**src/rtl/cfg_recall.sv**
```systemverilog
module cfg_recall #(
  parameter int CH = 4,
  parameter int DW = 10,
  parameter int CW = (CH > 1) ? $clog2(CH) : 1,
  parameter logic [3:0] SELF_TYPE = 4'b1001
) (
  input  logic          clk,
  input  logic          rst_n,
  input  logic [7:0]    cfg_boot,
  input  logic          factory_clr,
  input  logic          cfg_wr_en,
  input  logic [7:0]    cfg_wr_data,
  input  logic          cfg_rd_en,
  output logic [7:0]    cfg_rd_data,
  output logic          cfg_ack,
  output logic          cfg_nack,
  output logic          cfg_store,
  output logic [7:0]    cfg_image,
  output logic [3:0]    dac_type,
  output logic          pd_hiz,
  output logic [CW-1:0] nv_rd_addr,
  input  logic [DW-1:0] nv_rd_data,
  output logic          ld_en,
  output logic [CW-1:0] ld_ch,
  output logic [DW-1:0] ld_val,
  output logic          init_done
);
  logic [7:0]    cfg;
  logic [CW-1:0] cnt;
  logic          done;
  logic          pv;

  wire open_q = done && !cfg[0];
  wire wr_ok  = cfg_wr_en && open_q && (cfg_wr_data[7:4] != SELF_TYPE);
  wire wr_bad = cfg_wr_en && !wr_ok;
  wire rd_ok  = cfg_rd_en && !cfg_wr_en && open_q;
  wire rd_bad = cfg_rd_en && !cfg_wr_en && !open_q;

  always_ff @(posedge clk) begin
    if (!rst_n) begin
      cfg         <= cfg_boot;
      cnt         <= '0;
      done        <= 1'b0;
      cfg_ack     <= 1'b0;
      cfg_nack    <= 1'b0;
      cfg_store   <= 1'b0;
      cfg_rd_data <= '0;
      pv          <= 1'b0;
    end else begin
      pv <= 1'b1;
      if (!done) begin
        if (cnt == CW'(CH - 1)) done <= 1'b1;
        else cnt <= cnt + 1'b1;
      end
      cfg_ack   <= wr_ok | rd_ok;
      cfg_nack  <= wr_bad | rd_bad;
      cfg_store <= wr_ok;
      if (wr_ok) cfg <= {cfg_wr_data[7:1], cfg_wr_data[0] & ~factory_clr};
      else if (factory_clr) cfg[0] <= 1'b0;
      if (rd_ok) cfg_rd_data <= cfg;
    end
  end

  always_comb begin
    case (cfg[2:1])
      2'b00:   ld_val = '0;
      2'b01:   ld_val = '1;
      2'b10:   ld_val = {1'b1, {(DW-1){1'b0}}};
      default: ld_val = nv_rd_data;
    endcase
  end

  assign ld_en      = !done;
  assign ld_ch      = cnt;
  assign nv_rd_addr = cnt;
  assign init_done  = done;
  assign cfg_image  = cfg;
  assign dac_type   = cfg[7:4];
  assign pd_hiz     = cfg[3];

  p_done_sticky_r2: assert property (@(posedge clk) disable iff (!rst_n)
    (pv && $past(init_done)) |-> init_done);
  p_order_r2: assert property (@(posedge clk) disable iff (!rst_n)
    (pv && ld_en && $past(ld_en)) |-> (ld_ch == CW'($past(ld_ch) + 1'b1)));
  p_ack_after_init_r4: assert property (@(posedge clk) disable iff (!rst_n)
    cfg_ack |-> init_done);
  p_store_acked_r5: assert property (@(posedge clk) disable iff (!rst_n)
    cfg_store |-> (cfg_ack && !cfg_nack));
  p_locked_hold_r7: assert property (@(posedge clk) disable iff (!rst_n)
    (pv && $past(cfg_image[0]) && !$past(factory_clr)) |-> $stable(cfg_image));
  p_no_self_type_r8: assert property (@(posedge clk) disable iff (!rst_n)
    (pv && $past(dac_type) != SELF_TYPE) |-> (dac_type != SELF_TYPE));
  p_clear_lock_r9: assert property (@(posedge clk) disable iff (!rst_n)
    (pv && $past(factory_clr)) |-> !cfg_image[0]);
endmodule

```
**config.mk**
```make
export PLATFORM = sky130hd
export DESIGN_NAME = cfg_recall
export DESIGN_NICKNAME = d
export VERILOG_FILES = /design/src/rtl/cfg_recall.sv
export SDC_FILE = /design/constraint.sdc
export NUM_CORES = 1
export LEC_CHECK = 0
export ABC_AREA = 1
export ABC_CLOCK_PERIOD_IN_PS = 1300
export BUFFER_PORTS_ARGS = -buffer_cell sky130_fd_sc_hd__buf_2
export CORE_ASPECT_RATIO = 2
export CORE_MARGIN = 2
export CORE_UTILIZATION = 35
export CTS_BUF_LIST = sky130_fd_sc_hd__clkbuf_16
export CTS_CLUSTER_SIZE = 28
export DETAILED_ROUTE_END_ITERATION = 12
export GPL_TIMING_DRIVEN = 0
export HOLD_SLACK_MARGIN = 0.12
export PLACE_DENSITY = 0.72
export SLEW_MARGIN = 20
export SYNTH_ARGS = -nofsm -noshare
export SYNTH_HDL_FRONTEND = slang
export SYNTH_SLANG_ARGS = --single-unit
```
**constraint.sdc**
```tcl
create_clock -name clk -period 1.3 [get_ports clk]
set_input_delay 0.26 -clock clk [delete_from_list [all_inputs] [get_ports clk]]
set_output_delay 0.26 -clock clk [all_outputs]
set_load 0.005 [all_outputs]
```
Word level (Yosys, flattened, before mapping). Cells that the tools add are included.

Bitwise logic cells: 6. Add/sub/neg operators: 1. Muxes and demuxes: 7. Equality and inequality tests: 6. Reduce and logical (&&, ||, !) cells: 14.

Operator list (number): $pmux W10 S3 (1); $mux W8 (1); $logic_and A1 B1 Y1 (7); $mux W7 (1); $logic_not A1 Y1 (5); $eq A2 B2 Y1 const B (2); $mux W1 (4); $ne A4 B4 Y1 const B (1); $ne A3 B1 Y1 const B (1); $not A1 Y1 (3); $add A2 B1 Y2 const B (1); $eq A2 B1 Y1 const B (1); $logic_not A2 Y1 (1); $ne A2 B1 Y1 const B (1); $or A1 B1 Y1 (2); $reduce_and A2 Y1 (1); $and A1 B1 Y1 (1).

Flip-flop bits (word level): 22. Output and inout bits: 40. Logic and storage cells: 42. Input port bits: 31.

Longest topological paths before layout. Gate-level depths: netlist (run 1).

Word-level depth: 7. Gate-level depth with buffers: 6. Depth with buffers taken out: 6.

Worst setup path before layout (run 1). OpenSTA, ideal clock, no wires.

Kind: register to register. Start point: register cfg[0] (netlist: cfg_image[0]). End point: register cfg[1] (netlist: cfg_image[1]), enable pin. Path buffers: 0. Required time: 977 ps. Slack: 19 ps. Cell stages (with the launch flop): 6. Data arrival time: 957 ps. Path through: edfxtp_1 -> inv_1 -> nand2_1 -> nor2_2 -> nand2_2 -> nand2_1.

Word-level cells in the longest chain between the ends: 5.

Ends and longest elaborated chain: from (decl) (RTL line 28) `logic [7:0] cfg;`; from (signal assigned) (RTL line 41) `cfg <= cfg_boot;`; from (signal assigned) (RTL line 58) `if (wr_ok) cfg <= {cfg_wr_data[7:1], cfg_wr_data[0] & ~factory_clr};`; $logic_not A1 Y1 (RTL line 33) `wire open_q = done && !cfg[0];`; $logic_and A1 B1 Y1 (RTL line 33); $logic_and A1 B1 Y1 (2 in series) (RTL line 34) `wire wr_ok = cfg_wr_en && open_q && (cfg_wr_data[7:4] != SELF_TYPE);`; $ne A2 B1 Y1 (no source line).

Every way passes these cells. A chain may end at the register's enable or synchronous reset.

Worst setup path after layout (run 1).
Start point: register cfg[1] (netlist: cfg_image[1]). End point: output ld_val[9].

Word-level cells in the longest chain between the ends: 2.

Ends and longest elaborated chain: $eq A2 B2 Y1, or another cell as far along (RTL line 65) `case (cfg[2:1])`; $pmux W10 S3 (*) (RTL line 65); to (decl) (RTL line 25) `output logic [DW-1:0] ld_val,`.

Every way passes the cells marked *; elsewhere a longest branch is shown, timed or not.

==> flow_summary_export.csv, run 1 <==
group,metric,value,unit
sta,hold_viol,0,
clock_network,insertion_delay,250,ps
layout,final_util,0.553,
power_and_ir_drop,power,1.99,mW
drt,dr_total_vias,1101,
place,hpwl,2000,µm
place,place_inst,237,
sta,finalCriticalPeriod,1530,ps
grt,grt_max_degree,13,
power_and_ir_drop,powerDensity,1220,nW/µm²
layout,nets,249,
sta,rsz0062_at_grt,"yes",
critical_path,ff2ff_setup_slack,50,ps
grt,gr-usage-all-layers,0.148,
layout,drive_gt1_frac,0.514,
critical_path,regToRegEndpoint,"cfg_image[2]",
clock_network,clkTransAtPathRegs,60,ps
drt,detail-route-antenna-nets,0,
synthesis,ys_seq_area_frac,0.487,
layout,synthToLayoutAreaGrowth,52.2,%
critical_path,r2r_start,"cfg_image[0]",
clock_network,root_buffer,"clkbuf_16",
place,place_ws,-87.7,ps
power_and_ir_drop,p_leak,0.901,nW
clock_network,tritoncts,"done",
clock_network,cts_sinks,22,
critical_path,required,1040,ps
synthesis,synth.distinct_cells,18,
sta,hold-worst-slack,274,ps
worst_hold_path,hold_class,"input port to flop",
power_and_ir_drop,intPower,1.46,mW
drt,drtIter0Drc,11,
place,port_buffers,70,
sta,finalCritPeriodShare,1.17,
critical_path,path_class,"flop to output port",
critical_path,slowest_stage,"edfxtp_1",
sta,fin_ws,-227,ps
status,violations,"setup timing",
layout,antenna_cells,0,
floorplan,die-area,3540,µm²
critical_path,worstPathArrival,1270,ps
floorplan,die_x,43.1,µm
power_and_ir_drop,clock_power_share,0.318,
drt,drt-wirelength-per-cell,10.3,µm
layout,fillers,288,
clock_network,cts_buffers,3,
sta,slew_headroom,0.803,
floorplan,num_rows,28,
critical_path,crit_chain,"ha_4 > buf_6 > nand2_2 > o21ai_1 > buf_2",
flow_run,maxCapViolCount,0,
critical_path,cpPeakStageDelay,450,ps
grt,antenna_found_initial,0,
worst_hold_path,hp-start,"cfg_boot[5]",
synthesis,netlist_area,1070,µm²
drt,viasPerCell,4.51,
sta,final_max_slew_viol_count,0,
layout,multiInputGateArea,484,µm²
clock_network,htreeDepth,1,
place,place_congestion,0.725,
synthesis,synthCells,137,
sta,setup_viol,10,
floorplan,ios,71,
synthesis,synth_seq_cells,22,
drt,wirelength,2510,µm
floorplan,design.core.area,2940,µm²
critical_path,endpoint,"ld_val[9]",
sta,max_freq,655,MHz
power_and_ir_drop,pwr-share-seq,0.429,
critical_path,cp-end-kind,"output port",
critical_path,crit_start,"cfg_image[1]",
power_and_ir_drop,p_sw,0.527,mW
clock_network,cts_max_path_buffers,2,
grt,grt_overflow_total,0,
sta,fin_worst_skew,1.90,ps
floorplan,die_h,82.1,µm
sta,tightest_slew,295,ps
grt,grt_pass1_wl,3970,µm
critical_path,r2r_cells,5,
drt,first_pass_iters,3,
critical_path,crit_fanout,5,
synthesis,syn_avg_cell_area,7.80,µm²
layout,register_area,522,µm²
critical_path,worstSetupStartpointType,"flop",
power_and_ir_drop,p_sw_frac,0.265,
power_and_ir_drop,vdd_drop_max,0.917,mV
floorplan,initial_core_util,0.363,
synthesis,synth_warnings,0,
status,outcome,"finished, violations left",
grt,grt_pass1_vias,1009,
synthesis,synth_nets,171,
layout,layout.cells.non_filler,244,
power_and_ir_drop,combPwrFrac,0.253,
drt,drc,0,
## cell type report
class | instances | share of cell area
buffer | 11 | 0.0500
clock inverter | 1 | 0.00231
timing repair buffer | 73 | 0.232
tap | 30 | 0.0231
clock buffer | 3 | 0.0462
sequential | 22 | 0.321
inverter | 11 | 0.0285
multi-input combinational | 93 | 0.298
## worst min path at each step
| stage | end | cells after the start | slack, ps |
|---|---|---|---|
| after floorplan | cfg_nack | 2 | 400 |
| after global placement | cfg_rd_data[0] | 2 | 420 |
| after detailed placement | cfg_rd_data[0] | 2 | 430 |
| after CTS | cfg_image[5] | 3 | 270 |
| after global routing | cfg_image[2] | 3 | 290 |
| final | cfg_image[5] | 3 | 270 |
## per-stage QoR
stage | setup TNS [ps] | instance area [µm²]
final | -2170 | 1630
after floorplan | 0 | 1070
after global placement | -1070 | 1460
after CTS | -2280 | 1600
after detailed placement | -1200 | 1460
after global routing | -2980 | 1630
## per-layer routing
metal  track usage  up-vias  wire length (µm)
met2         0.295       58              1340
met1         0.134      462               860
met3        0.0326        5               254
met5             0        -                 0
met4        0.0727        0                52
li1              -      576                 -
## kinds of logic (layout without fill, tap and decap cells)
group,Yosys count,after routing,synth area share
simple gates,76,76,0.289
flops,22,22,0.487
compound gates,14,14,0.0749
fa+ha+maj,3,3,0.0351
buf+inv,22,99,0.114
## synthesized netlist by cell type, drive strengths merged
master   n  area share
a21oi    3       0.018
buf     11       0.070
clkinv   1      0.0082
dfxtp   14        0.26
edfxtp   8        0.22
ha       3       0.035
inv     10       0.035
nand2   50        0.18
nand3    3       0.026
nor2    23       0.085
o21a     1      0.0070
o21ai   10       0.050
## flip-flops by register name, summed over array words and instances, names as in the netlist
signal,flops
cfg_ack,1
cfg_image,8
cfg_nack,1
cfg_rd_data,8
cfg_store,1
init_done,1
ld_ch,2
## power groups by stage
stage | Clock (mW) | Combinational [mW] | Sequential, mW
2_1_floorplan | 0 | 0.242 | 0.858
3_3_place_gp | 0 | 0.449 | 0.861
3_5_place_dp | 0 | 0.465 | 0.865
4_1_cts | 0.650 | 0.500 | 0.849
5_1_grt | 0.676 | 0.562 | 0.865
6_report | 0.633 | 0.504 | 0.853
## critical path: cells and delay by family, from the launching register on
kind	cells	cell delay [ps]
AOI/OAI and AO/OA	1	50
adders and majority gates	1	220
DFF	1	450
buffers and inverters	2	250
and+or+nand+nor	1	50
## cell usage in the layout (no fill, tap or decap)
cell type / instances
o21ai_2: 1
nand2_1: 37
o21ai_1: 1
nor2_1: 21
buf_4: 10
nand2_4: 3
a21oi_1: 2
nor2_2: 2
nand3_4: 1
buf_2: 72
ha_1: 2
buf_6: 2
nand3_1: 2
clkbuf_16: 3
dfxtp_2: 1
ha_4: 1
clkinv_4: 1
o21a_1: 1
inv_1: 9
dfxtp_1: 13
a21oi_2: 1
o21ai_0: 8
edfxtp_1: 8
nand2_2: 10
inv_2: 2
## timing repair
| action | in CTS | in global routing |
|---|---|---|
| hold buffers | 0 | 0 |
| buffers inserted | 2 | 0 |
| pin swaps | 1 | 4 |
| gates cloned | 1 | 0 |
| gates resized for setup | 15 | 10 |
| setup endpoints to repair | 17 | 17 |
No activity file was read; power rests on OpenSTA's default activity.
==> run 2: changes to the inputs <==
--- a/config.mk
+++ b/config.mk
@@ -9,14 +9,13 @@
 export ABC_CLOCK_PERIOD_IN_PS = 1300
 export BUFFER_PORTS_ARGS = -buffer_cell sky130_fd_sc_hd__buf_2
 export CORE_ASPECT_RATIO = 2
-export CORE_MARGIN = 2
-export CORE_UTILIZATION = 35
+export CORE_UTILIZATION = 37
 export CTS_BUF_LIST = sky130_fd_sc_hd__clkbuf_16
 export CTS_CLUSTER_SIZE = 28
 export DETAILED_ROUTE_END_ITERATION = 12
 export GPL_TIMING_DRIVEN = 0
 export HOLD_SLACK_MARGIN = 0.12
-export PLACE_DENSITY = 0.72
+export PLACE_DENSITY = 0.75
 export SLEW_MARGIN = 20
 export SYNTH_ARGS = -nofsm -noshare
 export SYNTH_HDL_FRONTEND = slang
==> flow_summary_export.csv, run 2 (synthesis results as in run 1) <==
group,metric,value,unit
worst_hold_path,hp-start,"cfg_boot[3]",
drt,drt-wirelength-per-cell,10.8,µm
clock_network,root_buffer,"clkbuf_16",
grt,antenna_found_initial,0,
power_and_ir_drop,p_sw,0.536,mW
power_and_ir_drop,intPower,1.48,mW
flow_run,maxCapViolCount,0,
sta,final_max_slew_viol_count,0,
layout,drive_gt1_frac,0.530,
critical_path,slowest_stage,"edfxtp_1",
layout,fillers,261,
sta,max_freq,634,MHz
power_and_ir_drop,combPwrFrac,0.264,
critical_path,regToRegEndpoint,"cfg_image[5]",
layout,final_common_cell,"buf_2",
power_and_ir_drop,power,2.01,mW
sta,rsz0062_at_grt,"yes",
floorplan,num_rows,27,
place,place_congestion,0.711,
sta,slew_headroom,0.796,
power_and_ir_drop,p_leak,0.920,nW
sta,finalCritPeriodShare,1.21,
grt,grt_pass1_wl,3840,µm
place,place_inst,236,
layout,layout.cells.non_filler,244,
grt,gr-usage-all-layers,0.177,
sta,fin_tns_setup,-2510,ps
power_and_ir_drop,p_sw_frac,0.266,
power_and_ir_drop,clock_power_share,0.315,
sta,finalCriticalPeriod,1580,ps
critical_path,r2r_start,"cfg_image[0]",
layout,multiInputGateArea,514,µm²
clock_network,htreeDepth,1,
worst_hold_path,hold_class,"input port to flop",
critical_path,ff2ff_setup_slack,70,ps
power_and_ir_drop,pwr-share-seq,0.421,
layout,register_area,520,µm²
place,place_area,1460,µm²
clock_network,insertion_delay,250,ps
place,port_buffers,70,
drt,viasPerCell,4.55,
floorplan,ios,71,
layout,synthToLayoutAreaGrowth,56.7,%
status,violations,"setup timing",
floorplan,die-area,3120,µm²
sta,hold_viol,0,
sta,fin_worst_skew,2.02,ps
worst_hold_path,hold_path_end,"cfg_image[3]",
grt,grt_overflow_total,0,
floorplan,die_x,40,µm
grt,grt_max_degree,13,
critical_path,crit_chain,"inv_1 > ha_2 > o21ai_2 > buf_2",
sta,setup_viol,10,
sta,tightest_slew,305,ps
drt,detail-route-antenna-nets,0,
drt,drc,0,
critical_path,path_class,"flop to output port",
layout,antenna_cells,0,
critical_path,r2r_cells,5,
grt,grt_pass1_vias,982,
critical_path,cp-end-kind,"output port",
floorplan,design.core.area,2740,µm²
critical_path,required,1040,ps
sta,hold-worst-slack,272,ps
power_and_ir_drop,powerDensity,1200,nW/µm²
critical_path,worstSetupStartpointType,"flop",
worst_hold_path,holdPathStages,3,
drt,first_pass_iters,3,
status,outcome,"finished, violations left",
drt,dr_total_vias,1111,
critical_path,crit_fanout,4,
floorplan,die_h,78,µm
drt,wirelength,2630,µm
layout,nets,250,
clock_network,clkTransAtPathRegs,60,ps
critical_path,worstPathArrival,1320,ps
clock_network,cts_max_path_buffers,2,
drt,drtIter0Drc,11,
layout,final_cell_area,1670,µm²
clock_network,tritoncts,"done",
critical_path,cpPeakStageDelay,460,ps
layout,final_cell_mix,"70 x buf_2, 35 x nand2_1, 21 x nor2_1",
place,hpwl,1970,µm
clock_network,cts_buffers,3,
clock_network,cts_sinks,22,
power_and_ir_drop,vdd_drop_max,1.15,mV
floorplan,initial_core_util,0.390,
sta,fin_ws,-278,ps
run 2: metal layers:
layer	vias up	part of all wire	track usage
li1	574	-	-
met1	481	0.31	0.135
met2	52	0.59	0.353
met3	4	0.075	0.0200
met4	0	0.021	0.0931
met5	-	0	0
run 2: worst max path at each step:
stage | start | endpoint | slack [ps] | cells after the start
final | cfg_image[2] | ld_val[9] | -280 | 4
after global routing | cfg_image[2] | ld_val[7] | -350 | 5
after CTS | cfg_image[2] | ld_val[7] | -250 | 5
after detailed placement | cfg_image[0] | cfg_image[1] | -110 | 5
after global placement | cfg_image[0] | cfg_image[3] | -80 | 5
after floorplan | cfg_image[0] | cfg_image[1] | 20 | 5
run 2: power groups by stage:
stage / clock [mW] / sequential (mW) / combinational, mW
global route: 0.681 / 0.857 / 0.600
floorplan: 0 / 0.858 / 0.242
finish: 0.635 / 0.848 / 0.531
detailed placement: 0 / 0.861 / 0.458
CTS: 0.651 / 0.849 / 0.496
global placement: 0 / 0.859 / 0.449
run 2: worst max-delay path: cells and delay by family (launching register included):
kind / cells / cell delay, ps
compound gates: 1 / 110
fa+ha+maj: 1 / 280
buf+inv: 2 / 220
flops: 1 / 460
run 2: layout make-up:
class,instances,share of cell area
sequential,22,0.311
multi-input combinational,93,0.307
timing repair buffer,74,0.237
buffer,11,0.0486
clock buffer,3,0.0448
inverter,11,0.0277
tap,29,0.0217
clock inverter,1,0.00224
run 2: through the flow:
| stage | setup WS, ps | utilization |
|---|---|---|
| 2_1_floorplan | 19.3 | - |
| 3_3_place_gp | -75.6 | 0.532 |
| 3_5_place_dp | -108 | 0.532 |
| 4_1_cts | -245 | 0.588 |
| 5_1_grt | -346 | 0.612 |
| 6_report | -278 | 0.612 |
run 2: repair_timing:
action | 4_1_cts | 5_1_grt
setup endpoints to repair | 17 | 17
hold endpoints to repair | 0 | 0
setup buffers | 2 | 1
hold buffers | 0 | 0
cloned | 1 | 0
gates resized for setup | 18 | 15
pin swaps | 4 | 5
==> run 3: changes to the inputs <==
--- a/config.mk
+++ b/config.mk
@@ -13,8 +13,8 @@
 export CTS_BUF_LIST = sky130_fd_sc_hd__clkbuf_16
 export CTS_CLUSTER_SIZE = 28
 export DETAILED_ROUTE_END_ITERATION = 12
-export GPL_TIMING_DRIVEN = 0
 export HOLD_SLACK_MARGIN = 0.12
+export MAX_ROUTING_LAYER = met4
 export PLACE_DENSITY = 0.75
 export SLEW_MARGIN = 20
 export SYNTH_ARGS = -nofsm -noshare
==> flow_summary_export.csv, run 3 (synthesis results as in run 1) <==
group,metric,value,unit
layout,synthToLayoutAreaGrowth,48.6,%
floorplan,die_h,78,µm
worst_hold_path,hold_path_end,"cfg_image[3]",
drt,drtIter0Drc,16,
grt,grt_busiest_layer,"met2",
layout,final_common_cell,"buf_2",
layout,final_cell_mix,"69 x buf_2, 43 x nand2_1, 21 x nor2_1",
worst_hold_path,holdPathStages,3,
layout,final_cell_area,1590,µm²
grt,globalRouteMet2Util,0.311,
power_and_ir_drop,power,1.95,mW
clock_network,insertion_delay,250,ps
grt,grt_max_degree,15,
clock_network,clkTransAtPathRegs,50,ps
power_and_ir_drop,pwr-share-seq,0.427,
grt,use_met1,0.157,
clock_network,tritoncts,"done",
critical_path,regToRegEndpoint,"cfg_image[0]",
critical_path,required,1040,ps
grt,gr-usage-all-layers,0.177,
sta,slew_headroom,0.723,
sta,hold-worst-slack,271,ps
flow_run,maxCapViolCount,0,
drt,dr_total_vias,1109,
critical_path,path_class,"flop to output port",
drt,drt-wirelength-per-cell,10.3,µm
power_and_ir_drop,p_sw,0.512,mW
floorplan,ios,71,
sta,fin_worst_skew,4.30,ps
place,port_buffers,70,
sta,max_freq,648,MHz
clock_network,cts_max_path_buffers,2,
place,place_inst,232,
status,outcome,"finished, violations left",
drt,drc,0,
clock_network,root_buffer,"clkbuf_16",
power_and_ir_drop,vdd_drop_max,0.762,mV
power_and_ir_drop,powerDensity,1230,nW/µm²
worst_hold_path,hp-start,"cfg_boot[3]",
clock_network,cts_buffers,3,
critical_path,worstSetupStartpointType,"flop",
layout,layout.cells.non_filler,239,
sta,hold_viol,0,
place,hpwl,1960,µm
layout,drive_gt1_frac,0.467,
floorplan,die-area,3120,µm²
sta,final_max_slew_viol_count,0,
drt,first_pass_iters,4,
power_and_ir_drop,clock_power_share,0.327,
sta,fin_ws,-242,ps
grt,grt_pass1_vias,948,
sta,finalCritPeriodShare,1.19,
critical_path,worstPathArrival,1280,ps
place,place_area,1430,µm²
critical_path,cp-end-kind,"output port",
drt,detail-route-antenna-nets,0,
sta,finalCriticalPeriod,1540,ps
power_and_ir_drop,intPower,1.44,mW
layout,nets,245,
sta,fin_tns_setup,-2390,ps
sta,rsz0062_at_grt,"yes",
layout,antenna_cells,0,
floorplan,design.core.area,2740,µm²
grt,grt_overflow_total,0,
floorplan,num_rows,27,
layout,fillers,259,
critical_path,r2r_cells,6,
sta,setup_viol,11,
critical_path,crit_fanout,5,
power_and_ir_drop,p_sw_frac,0.262,
status,violations,"setup timing",
sta,tightest_slew,415,ps
grt,antenna_found_initial,0,
grt,grt_pass1_wl,3730,µm
worst_hold_path,hold_class,"input port to flop",
critical_path,r2r_start,"cfg_image[0]",
power_and_ir_drop,p_leak,0.878,nW
power_and_ir_drop,combPwrFrac,0.246,
clock_network,htreeDepth,1,
grt,grt_use_met3,0.0343,
clock_network,cts_sinks,22,
critical_path,ff2ff_setup_slack,70,ps
drt,viasPerCell,4.64,
drt,wirelength,2460,µm
floorplan,initial_core_util,0.390,
floorplan,die_x,40,µm
place,place_congestion,0.768,
run 3: area by class of cell:
cell class,instances,area [µm²],share of cell area
inverters,11,46.3,0.0292
well taps,29,36.3,0.0229
clock buffers,3,75.1,0.0473
flip-flops and latches,22,520,0.328
repair buffers,80,447,0.281
clock inverters,1,3.75,0.00236
multi-input cells,93,459,0.289
run 3: worst max-delay path by stage:
stage,from,end,slack (ps),depth (start not counted)
6_report,cfg_image[1],ld_val[2],-240,5
5_1_grt,cfg_image[1],ld_val[3],-300,5
4_1_cts,cfg_image[2],ld_val[8],-240,5
3_5_place_dp,cfg_image[1],ld_val[2],-80,5
3_3_place_gp,cfg_image[1],ld_val[7],-20,5
2_1_floorplan,cfg_image[0],cfg_image[1],20,5
run 3: per-stage QoR:
stage / util / worst slack [ps]
finish: 0.580 / -242
global route: 0.580 / -302
CTS: 0.562 / -235
detailed placement: 0.524 / -81.7
global placement: 0.524 / -18.5
floorplan: - / 19.3
run 3: critical path, cell delays in order, from the launching register on:
cell and delay [ps]:
edfxtp_1 450, ha_4 220, buf_6 130, nand2_2 50
nand2_1 50, buf_2 130
run 3: routing by layer:
metal / up-vias / share of wire
li1: 564 / -
met1: 488 / 0.34
met4: 0 / 0.022
met5: - / 0
met2: 53 / 0.57
met3: 4 / 0.069
run 3: power by group through the flow:
| stage | Sequential (mW) | Combinational (mW) | Clock [mW] |
|---|---|---|---|
| 2_1_floorplan | 0.858 | 0.242 | 0 |
| 3_3_place_gp | 0.844 | 0.437 | 0 |
| 3_5_place_dp | 0.847 | 0.446 | 0 |
| 4_1_cts | 0.833 | 0.461 | 0.654 |
| 5_1_grt | 0.843 | 0.551 | 0.679 |
| 6_report | 0.834 | 0.480 | 0.638 |
run 3: what timing repair did:
| action | 4_1_cts | 5_1_grt |
|---|---|---|
| resized for setup | 7 | 10 |
| setup endpoints to repair | 10 | 17 |
| gates cloned | 1 | 0 |
| hold buffers | 0 | 0 |
| buffers inserted | 0 | 2 |
| pin swaps | 2 | 4 |
